`config.mk`:
```
export PLATFORM = sky130hd
export DESIGN_NAME = irq_mask_ctrl
export DESIGN_NICKNAME = d
export VERILOG_FILES = /design/src/rtl/irq_mask_pkg.sv /design/src/rtl/irq_reg_decode.sv /design/src/rtl/irq_mask_reg.sv /design/src/rtl/irq_prio_enc.sv /design/src/rtl/irq_mask_ctrl.sv
export SDC_FILE = /design/constraint.sdc
export NUM_CORES = 1
export LEC_CHECK = 0
export ABC_AREA = 1
export CORE_MARGIN = 3
export CORE_UTILIZATION = 25
export CTS_BUF_LIST = sky130_fd_sc_hd__clkbuf_8
export CTS_CLUSTER_SIZE = 25
export DETAILED_ROUTE_END_ITERATION = 16
export DONT_BUFFER_PORTS = 1
export GPL_TIMING_DRIVEN = 1
export PLACE_DENSITY_LB_ADDON = 0.25
export SETUP_SLACK_MARGIN = 0.2
export SLEW_MARGIN = 10
export SYNTH_ARGS = -nofsm -noshare
export SYNTH_HDL_FRONTEND = slang
export SYNTH_HIERARCHICAL = 1
export SYNTH_SLANG_ARGS = --single-unit
```
`constraint.sdc`:
```
create_clock -name clk -period 6.17 [get_ports clk]
set_input_delay 0.617 -clock clk [delete_from_list [all_inputs] [get_ports clk]]
set_output_delay 0.617 -clock clk [all_outputs]
set_load 0.1 [all_outputs]
```
`src/rtl/irq_mask_pkg.sv`:
```
// Package: shared offsets, control-byte fields and decoded strobes for the
// interrupt mask controller. Assumes a byte-addressed 8-bit register space.
package irq_mask_pkg;
    localparam int ADDR_W = 8;

    localparam logic [ADDR_W-1:0] OFS_MASK_HI = 8'h08;
    localparam logic [ADDR_W-1:0] OFS_MASK_LO = 8'h0C;
    localparam logic [ADDR_W-1:0] OFS_FLAG_HI = 8'h10;
    localparam logic [ADDR_W-1:0] OFS_FLAG_LO = 8'h14;
    localparam logic [ADDR_W-1:0] OFS_SET_BYTE = 8'h1C;
    localparam logic [ADDR_W-1:0] OFS_CLR_BYTE = 8'h1D;
    localparam logic [ADDR_W-1:0] OFS_ACK_VEC = 8'hE0;

    // Bit of the control byte that selects the whole-mask action.
    localparam int CTL_ALL_BIT = 6;

    typedef enum logic [2:0] {
        RSEL_NONE,
        RSEL_MASK_HI,
        RSEL_MASK_LO,
        RSEL_FLAG_HI,
        RSEL_FLAG_LO,
        RSEL_ACK
    } rsel_e;

    typedef struct packed {
        logic wr_hi;
        logic wr_lo;
        logic wr_set;
        logic wr_clr;
    } wstrb_t;
endpackage

```
`src/rtl/irq_reg_decode.sv`:
```
// Address decoder: turns a bus address and write enable into write strobes
// and a read selector. Assumes one access per cycle; undefined offsets
// produce no strobe and select RSEL_NONE.
module irq_reg_decode
    import irq_mask_pkg::*;
(
    input  logic [ADDR_W-1:0] addr,
    input  logic              we,
    output wstrb_t            wstrb,
    output rsel_e             rsel
);
    // Write strobes: one per writable offset, gated by the enable.
    always_comb begin
        wstrb        = '0;
        wstrb.wr_hi  = we && (addr == OFS_MASK_HI);
        wstrb.wr_lo  = we && (addr == OFS_MASK_LO);
        wstrb.wr_set = we && (addr == OFS_SET_BYTE);
        wstrb.wr_clr = we && (addr == OFS_CLR_BYTE);
    end

    // Read selector: byte ports and unknown offsets both read as none.
    always_comb begin
        case (addr)
            OFS_MASK_HI: rsel = RSEL_MASK_HI;
            OFS_MASK_LO: rsel = RSEL_MASK_LO;
            OFS_FLAG_HI: rsel = RSEL_FLAG_HI;
            OFS_FLAG_LO: rsel = RSEL_FLAG_LO;
            OFS_ACK_VEC: rsel = RSEL_ACK;
            default:     rsel = RSEL_NONE;
        endcase
    end
endmodule

```
`src/rtl/irq_mask_reg.sv`:
```
// Mask register: NSRC bits split into NSRC/DATA_W words that are written
// whole, plus single-bit and all-bit set/clear from a control byte.
// Assumes NSRC is a multiple of DATA_W and that at most one strobe fires.
module irq_mask_reg
    import irq_mask_pkg::*;
#(
    parameter int NSRC   = 64,
    parameter int DATA_W = 32
) (
    input  logic              clk,
    input  logic              rst_n,
    input  wstrb_t            wstrb,
    input  logic [DATA_W-1:0] wdata,
    output logic [NSRC-1:0]   mask_q
);
    localparam int IDX_W = $clog2(NSRC);
    localparam int NWORD = NSRC / DATA_W;

    logic [NSRC-1:0]  word_next;
    logic [NSRC-1:0]  one_hot;
    logic [IDX_W-1:0] idx;
    logic             all_sel;

    assign idx     = wdata[IDX_W-1:0];
    assign all_sel = wdata[CTL_ALL_BIT];
    // Full-width shift so that every index reaches its bit.
    assign one_hot = {{(NSRC-1){1'b0}}, 1'b1} << idx;

    // Word writes: word 1 (upper) via wr_hi, word 0 via wr_lo.
    for (genvar w = 0; w < NWORD; w++) begin : g_word
        logic hit;
        assign hit = (w == NWORD - 1) ? wstrb.wr_hi : (w == 0) ? wstrb.wr_lo : 1'b0;
        assign word_next[w*DATA_W +: DATA_W] = hit ? wdata : mask_q[w*DATA_W +: DATA_W];
    end

    // Register update: reset masks everything, byte ports win over words.
    always_ff @(posedge clk) begin
        if (!rst_n) begin
            mask_q <= '1;
        end else if (wstrb.wr_set) begin
            mask_q <= all_sel ? '1 : (mask_q | one_hot);
        end else if (wstrb.wr_clr) begin
            mask_q <= all_sel ? '0 : (mask_q & ~one_hot);
        end else begin
            mask_q <= word_next;
        end
    end
endmodule

```
`src/rtl/irq_prio_enc.sv`:
```
// Lowest-index finder: reports whether any input bit is set and the index
// of the lowest set bit. Purely combinational; index is 0 when none is set.
module irq_prio_enc #(
    parameter int N = 64
) (
    input  logic [N-1:0]         req,
    output logic                 found,
    output logic [$clog2(N)-1:0] idx
);
    // Scan from the top so the lowest set bit is assigned last.
    always_comb begin
        found = 1'b0;
        idx   = '0;
        for (int i = N - 1; i >= 0; i--) begin
            if (req[i]) begin
                found = 1'b1;
                idx   = ($clog2(N))'(i);
            end
        end
    end
endmodule

```
`src/rtl/irq_mask_ctrl.sv`:
```
// Interrupt mask controller top: samples raw requests into a flag register,
// applies the mask, drives the request output and serves register reads.
// Assumes NSRC == 2*DATA_W so the mask and flags each occupy two words.
module irq_mask_ctrl
    import irq_mask_pkg::*;
#(
    parameter int NSRC     = 64,
    parameter int DATA_W   = 32,
    parameter int VEC_BASE = 64
) (
    input  logic              clk,
    input  logic              rst_n,
    input  logic [ADDR_W-1:0] bus_addr,
    input  logic              bus_we,
    input  logic [DATA_W-1:0] bus_wdata,
    output logic [DATA_W-1:0] bus_rdata,
    input  logic [NSRC-1:0]   irq_in,
    output logic              irq_req
);
    localparam int IDX_W = $clog2(NSRC);

    wstrb_t            wstrb;
    rsel_e             rsel;
    logic [NSRC-1:0]   mask_q;
    logic [NSRC-1:0]   flags_q;
    logic [NSRC-1:0]   live;
    logic              any_live;
    logic [IDX_W-1:0]  live_idx;
    logic [DATA_W-1:0] active_vec;

    irq_reg_decode u_dec (
        .addr  (bus_addr),
        .we    (bus_we),
        .wstrb (wstrb),
        .rsel  (rsel)
    );

    irq_mask_reg #(.NSRC(NSRC), .DATA_W(DATA_W)) u_mask (
        .clk    (clk),
        .rst_n  (rst_n),
        .wstrb  (wstrb),
        .wdata  (bus_wdata),
        .mask_q (mask_q)
    );

    // Flag capture: one-cycle sample of the raw request vector.
    always_ff @(posedge clk) begin
        if (!rst_n) flags_q <= '0;
        else        flags_q <= irq_in;
    end

    assign live    = flags_q & ~mask_q;
    assign irq_req = |live;

    irq_prio_enc #(.N(NSRC)) u_enc (
        .req   (live),
        .found (any_live),
        .idx   (live_idx)
    );

    assign active_vec = any_live ? (DATA_W'(VEC_BASE) + DATA_W'(live_idx)) : '0;

    // Read mux: undefined and write-only offsets return zero.
    always_comb begin
        case (rsel)
            RSEL_MASK_HI: bus_rdata = mask_q[NSRC-1:DATA_W];
            RSEL_MASK_LO: bus_rdata = mask_q[DATA_W-1:0];
            RSEL_FLAG_HI: bus_rdata = flags_q[NSRC-1:DATA_W];
            RSEL_FLAG_LO: bus_rdata = flags_q[DATA_W-1:0];
            RSEL_ACK:     bus_rdata = active_vec;
            default:      bus_rdata = '0;
        endcase
    end
endmodule

```
=== After elaboration in Yosys (flattened, before gate mapping) ===
Cells that the tools add are included.

* Register bits: 128
* Output and inout port bits: 33
* Logic and storage cells: 166

* Add/sub/neg operators: 1
* Shift-type cells: 1
* Bitwise operators: 5
* Equality and inequality tests: 12
* Reductions and logical operators: 7
* Mux-type cells: 137

{| class="wikitable"
|+ Operators by type and width
! cell !! number
|-
| two-way mux 6 bit || 64
|-
| two-way mux 64 bit || 4
|-
| case mux 32 bit (5 select lines) || 1
|-
| bitwise AND 64 bit || 2
|-
| inverter 64 bit || 2
|-
| two-way mux 1 bit || 64
|-
| two-way mux 32 bit || 2
|-
| OR 64 bit || 1
|-
| OR reduction 64 bit || 1
|-
| << shifter 1 x 6 -> 64 bit, first input constant || 1
|-
| == test 8 x 5 -> 1 bit, second input constant || 4
|-
| == test 8 x 4 -> 1 bit, second input constant || 2
|-
| case mux 3 bit (5 select lines) || 1
|-
| adder 7 x 6 -> 8 bit, first input constant || 1
|-
| == test 8 bit, second input constant || 1
|-
| two-way mux 8 bit || 1
|-
| == test 3 x 2 -> 1 bit, second input constant || 2
|-
| == test 3 bit, second input constant || 2
|-
| nonzero test 3 bit || 2
|-
| logical AND 1 bit || 4
|-
| == test 3 x 1 -> 1 bit, second input constant || 1
|}

=== Depth between registers and ports, before layout ===
* Depth after elaboration: 69
* Mapped depth: 66

=== Hierarchy ===
The synthesis kept the hierarchy.

{| class="wikitable"
|+ Modules (own cells, without submodules)
! module !! cells an instance !! area an instance (um2) !! times used
|-
| irq_mask_reg || 884 || 4893.4 || 1
|-
| irq_mask_ctrl || 598 || 3524.6 || 1
|-
| irq_prio_enc || 224 || 914.6 || 1
|-
| irq_reg_decode || 40 || 172.7 || 1
|}

=== Worst setup path after synthesis ===
No wires, ideal clock.

* Path kind: reg2out
* Start: register u_mask.mask_q[63]
* End: output port bus_rdata[0]
* Cell stages (with the launch flop): 66
* Slack: 1.606 ns
* Required time: 5.553 ns
* Arrival: 3.947 ns
* Path buffers: 0
* Path through: dfxtp_1 -> inv_1 -> nand2_1 -> inv_1 -> nand2_1 -> nand2_1 -> nand2_1 -> nand2_1 -> nand2_1 -> nand2_1 -> nand2_1 -> nand2_1 -> nand2_1 -> nand2_1 -> nand2_1 -> nand2_1 -> nand2_1 -> nand2_1 -> [... 30 more ...] -> nand2_1 -> nand2_1 -> nand2_1 -> nand2_1 -> nand2_1 -> nand2_1 -> nand2_1 -> nand2_1 -> nand2_1 -> nand2_1 -> nand2_1 -> nand2_1 -> nand2_1 -> nand2_1 -> nand2_1 -> a21oi_2 -> a22oi_1 -> nand3_1

* Longest elaborated chain between the ends: 69
* Elaborated cells on any way between the ends: 133

{| class="wikitable"
|+ RTL lines
! what !! line !! text
|-
| start, declared || irq_mask_reg.sv:14 || <nowiki>output logic [NSRC-1:0] mask_q</nowiki>
|-
| start signal, assigned || irq_mask_reg.sv:41 || <nowiki>mask_q <= all_sel ? '1 : (mask_q | one_hot);</nowiki>
|-
| start signal, assigned || irq_mask_reg.sv:43 || <nowiki>mask_q <= all_sel ? '0 : (mask_q & ~one_hot);</nowiki>
|-
| start signal, assigned || irq_mask_reg.sv:45 || <nowiki>mask_q <= word_next;</nowiki>
|-
| inverter 64 bit || irq_mask_ctrl.sv:52 || <nowiki>assign live = flags_q & ~mask_q;</nowiki>
|-
| bitwise AND 64 bit || irq_mask_ctrl.sv:52 ||
|-
| via live[63] || irq_mask_ctrl.sv:26 || <nowiki>logic [NSRC-1:0] live;</nowiki>
|-
| two-way mux 6 bit (64 in a row) || irq_prio_enc.sv:15 || <nowiki>if (req[i]) begin</nowiki>
|-
| via live_idx[0] || irq_mask_ctrl.sv:28 || <nowiki>logic [IDX_W-1:0] live_idx;</nowiki>
|-
| adder 7 x 6 -> 8 bit || irq_mask_ctrl.sv:61 || <nowiki>assign active_vec = any_live ? (DATA_W'(VEC_BASE) + DATA_W'(live_idx)) : '0;</nowiki>
|-
| two-way mux 8 bit || irq_mask_ctrl.sv:61 ||
|-
| case mux 32 bit (5 select lines) || irq_mask_ctrl.sv:65 || <nowiki>case (rsel)</nowiki>
|-
| end, declared || irq_mask_ctrl.sv:16 || <nowiki>output logic [DATA_W-1:0] bus_rdata,</nowiki>
|}

The timed path passes the listed nets, and every way through them passes these cells.

=== Final worst setup path ===
* Start: register u_mask.mask_q[62]
* End: output port bus_rdata[0]

* Longest elaborated chain between the ends: 68
* Elaborated cells on any way between the ends: 131

{| class="wikitable"
|+ RTL lines
! what !! line
|-
| inverter 64 bit || irq_mask_ctrl.sv:52
|-
| bitwise AND 64 bit || irq_mask_ctrl.sv:52
|-
| via live[62] || irq_mask_ctrl.sv:26
|-
| two-way mux 6 bit (63 in a row) || irq_prio_enc.sv:15
|-
| via live_idx[0] || irq_mask_ctrl.sv:28
|-
| adder 7 x 6 -> 8 bit || irq_mask_ctrl.sv:61
|-
| two-way mux 8 bit || irq_mask_ctrl.sv:61
|-
| case mux 32 bit (5 select lines) || irq_mask_ctrl.sv:65
|}

The timed path passes the listed nets, and every way through them passes these cells.

==> out/metrics.yaml <==
synthAdderAreaFrac_pct: 0
num_rows: 70
grt_use_total_pct: 18.6
synth.distinct_cells: 33
ioPinCount: 140
min_period_ns: 5.18
worstSetupPathType: "flip-flop to output pin"
fin_ws_ns: 0.987
ys_warn_count: 6
seq_area_frac_synth_pct: 27.0
port_buffers: 0
slew_violations: 0
core_area_mm2: 0.0370
critPathArrivalTime_ns: 4.57
cts.sinks: 128
worst_pin_slew_ns: 1.13
postRouteAntennaNets: 0
numCtsBuffers: 17
layout-drive-gt1-share_pct: 7.41
endpoint_kind: "output pin"
ys.flop_type: "dfxtp_1"
clock-root-buffer: "clkbuf_8"
fin_crit_sh_pct: 84.0
syn_area_mm2: 0.00951
wire_per_inst_um: 17.1
avgViaCountPerCell: 4.68
fp.dieArea_mm2: 0.0404
maxCapViolations: 0
p_leak_nw: 6.82
p_per_area_mw_per_mm2: 162
first_iter_violations: 953
globalplace.congestion: 0.878
wl_um: 38300
max_freq_ghz: 0.193
ys_seq_elements: 128
synthesis.nets: 1853
utilization_pct: 28.4
overflow: 0
synth_top_family_by_area: "simple AND/OR/NAND/NOR gates"
die_w_um: 201
area_growth_pct: 10.5
synth_simple_gate_area_share_pct: 40.8
min-delay-path-class: "input port to flip-flop"
power.total_mw: 1.70
dp.cells: 2203
synth_compound_area_share_pct: 12.0
synth_edf_count: 0
cpMostUsedCell: "nand2_1"
max_slew_margin_pct: 24.4
clockBufferDepth: 2
hold_slack_ns: 0.243
antenna_found_initial: 4
crit_required_ns: 5.55
yosys.area_share.xor_xnor_pct: 0
start_kind: "flip-flop"
drc: 0
die_h_um: 201
grt_pass1_vias: 9980
h-tree-depth: 4
rsz0062_at_grt: "false"
synth_cells: 1746
synthMuxAreaShare_pct: 0
clkSlewWorstSetupHoldPaths_ns: 0.08
cp_slowest_stage_delay_ns: 0.39
dp_slack_ns: 1.49
nets: 1825
setup_tns_ns: 0
cp_max_fo: 4
post-cts-setup-buffers: 0
async_flop_share_pct: 0
cts_tree: "done"
vias: 10400
placed_cell_area_mm2: 0.0102
dp_hpwl_um: 26900
status: "completed"
clock_latency_ns: 0.46
slowest_stage: "dfxtp_1"
grt_pass1_wl_um: 58300
initial_core_util_pct: 25.7
cts-hold-fix-buffers: 0
drt_first_pass_iters: 9
clock_skew_ns: 0
synth_area_per_cell_um2: 5.44
grt_max_degree: 129
cts_resized: 0
hold_viol: 0
finalSetupViolCount: 0
ir_drop_uv: 121
final_area_mm2: 0.0105
instances_no_fill: 2232
==> path summary, 6_finish.rpt <==
kind / startpoint / endpoint / slack (ns) / cells past startpoint
worst max-delay path: u_mask/mask_q[62]$_SDFFE_PN1P_ / bus_rdata[0] / 0.99 / 67
worst min-delay path: irq_in[18] / flags_q[18]$_SDFF_PN0_ / 0.24 / 2
worst max register to register: u_mask/mask_q[49]$_SDFFE_PN1P_ / u_mask/mask_q[49]$_SDFFE_PN1P_ / 5.16 / 6
worst min register to register: u_mask/mask_q[15]$_SDFFE_PN1P_ / u_mask/mask_q[15]$_SDFFE_PN1P_ / 0.58 / 4
==> layout make-up <==
type | count | area [µm²]
Fill cell | 4216 | 26500
Inverter | 406 | 1520
Clock inverter | 9 | 72.6
Clock buffer | 19 | 262
Sequential cell | 128 | 2560
Antenna cell | 1 | 2.50
Timing Repair Buffer | 34 | 255
Multi-Input combinational cell | 1131 | 5190
Tap cell | 504 | 631
==> worst max-delay path, delay by kind of cell, from the launching register on <==
family,cells,cell delay (ns)
AND/OR/NAND/NOR,61,3.05
AO/OA/AOI/OAI,2,0.19
buffers and inverters,4,0.47
flip-flops,1,0.39
==> logic make-up (layout without fill, tap and decap cells) <==
group	after synthesis	count (layout)
other cells	0	1
compound gates	199	199
flops	128	128
buf+inv	487	468
simple gates	932	932
==> cells in the final DEF, fill, tap and decap left out <==
| cell type | Yosys | layout |
|---|---|---|
| nand3_2 | 1 | 1 |
| a22oi_1 | 12 | 12 |
| bufinv_16 | 0 | 1 |
| o2111ai_2 | 0 | 25 |
| o311ai_0 | 1 | 1 |
| o21ai_1 | 53 | 53 |
| o211ai_1 | 1 | 1 |
| a31oi_1 | 1 | 1 |
| a211oi_1 | 3 | 3 |
| inv_1 | 384 | 386 |
| nor4_1 | 5 | 5 |
| clkinvlp_4 | 0 | 2 |
| a21oi_2 | 1 | 1 |
| a21oi_1 | 86 | 86 |
| nand3_1 | 67 | 67 |
| dfxtp_1 | 128 | 128 |
| o22ai_1 | 1 | 1 |
| nor3_1 | 51 | 51 |
| nor3_4 | 2 | 3 |
| o21bai_1 | 1 | 1 |
| inv_2 | 22 | 22 |
| nand4_1 | 54 | 54 |
| nor2_4 | 2 | 3 |
| nor2_2 | 7 | 7 |
| nand2_1 | 601 | 601 |
| clkinv_2 | 0 | 4 |
| clkbuf_8 | 0 | 19 |
| buf_4 | 9 | 34 |
| o21ai_0 | 14 | 14 |
| diode_2 | 0 | 1 |
| or2_2 | 1 | 1 |
| nor3_2 | 2 | 1 |
| nand2_2 | 4 | 4 |
| nor2_1 | 135 | 134 |
==> layer usage <==
layer	vias up	track usage (%)	routed length, µm
met1	4775	24.2	16900
met5	-	0	34
met3	50	3.68	2570
met2	374	30.2	17500
li1	5244	-	-
met4	6	7.15	1230
==> power breakdown <==
part | internal [mW] | switching, mW | total, mW | leakage [nW]
clock | 0.324 | 0.353 | 0.677 | 0.177
sequential | 0.851 | 0.0188 | 0.870 | 1.05
combinational | 0.0414 | 0.117 | 0.158 | 5.59
==> synthesized netlist by cell type, types with 4 or more instances <==
cell type,count,area (µm²)
inv_2,22,82.6
inv_1,384,1440
nand2_2,4,25.0
o21ai_1,53,265
nand4_1,54,338
a21oi_1,86,430
nand3_1,67,335
nor4_1,5,31.3
buf_2,33,165
a22oi_1,12,90.1
o21ai_0,14,70.1
nand2_1,601,2260
o2111ai_1,25,219
dfxtp_1,128,2560
buf_4,9,67.6
nor2_1,135,507
clkbuf_1,35,131
nor3_1,51,255
nor2_2,7,43.8
==> state kept, by name (all words and copies together) (netlist names) <==
| name | cells |
|---|---|
| flags_q | 64 |
| u_mask/mask_q | 64 |
(Power assumes the default switching activity.)
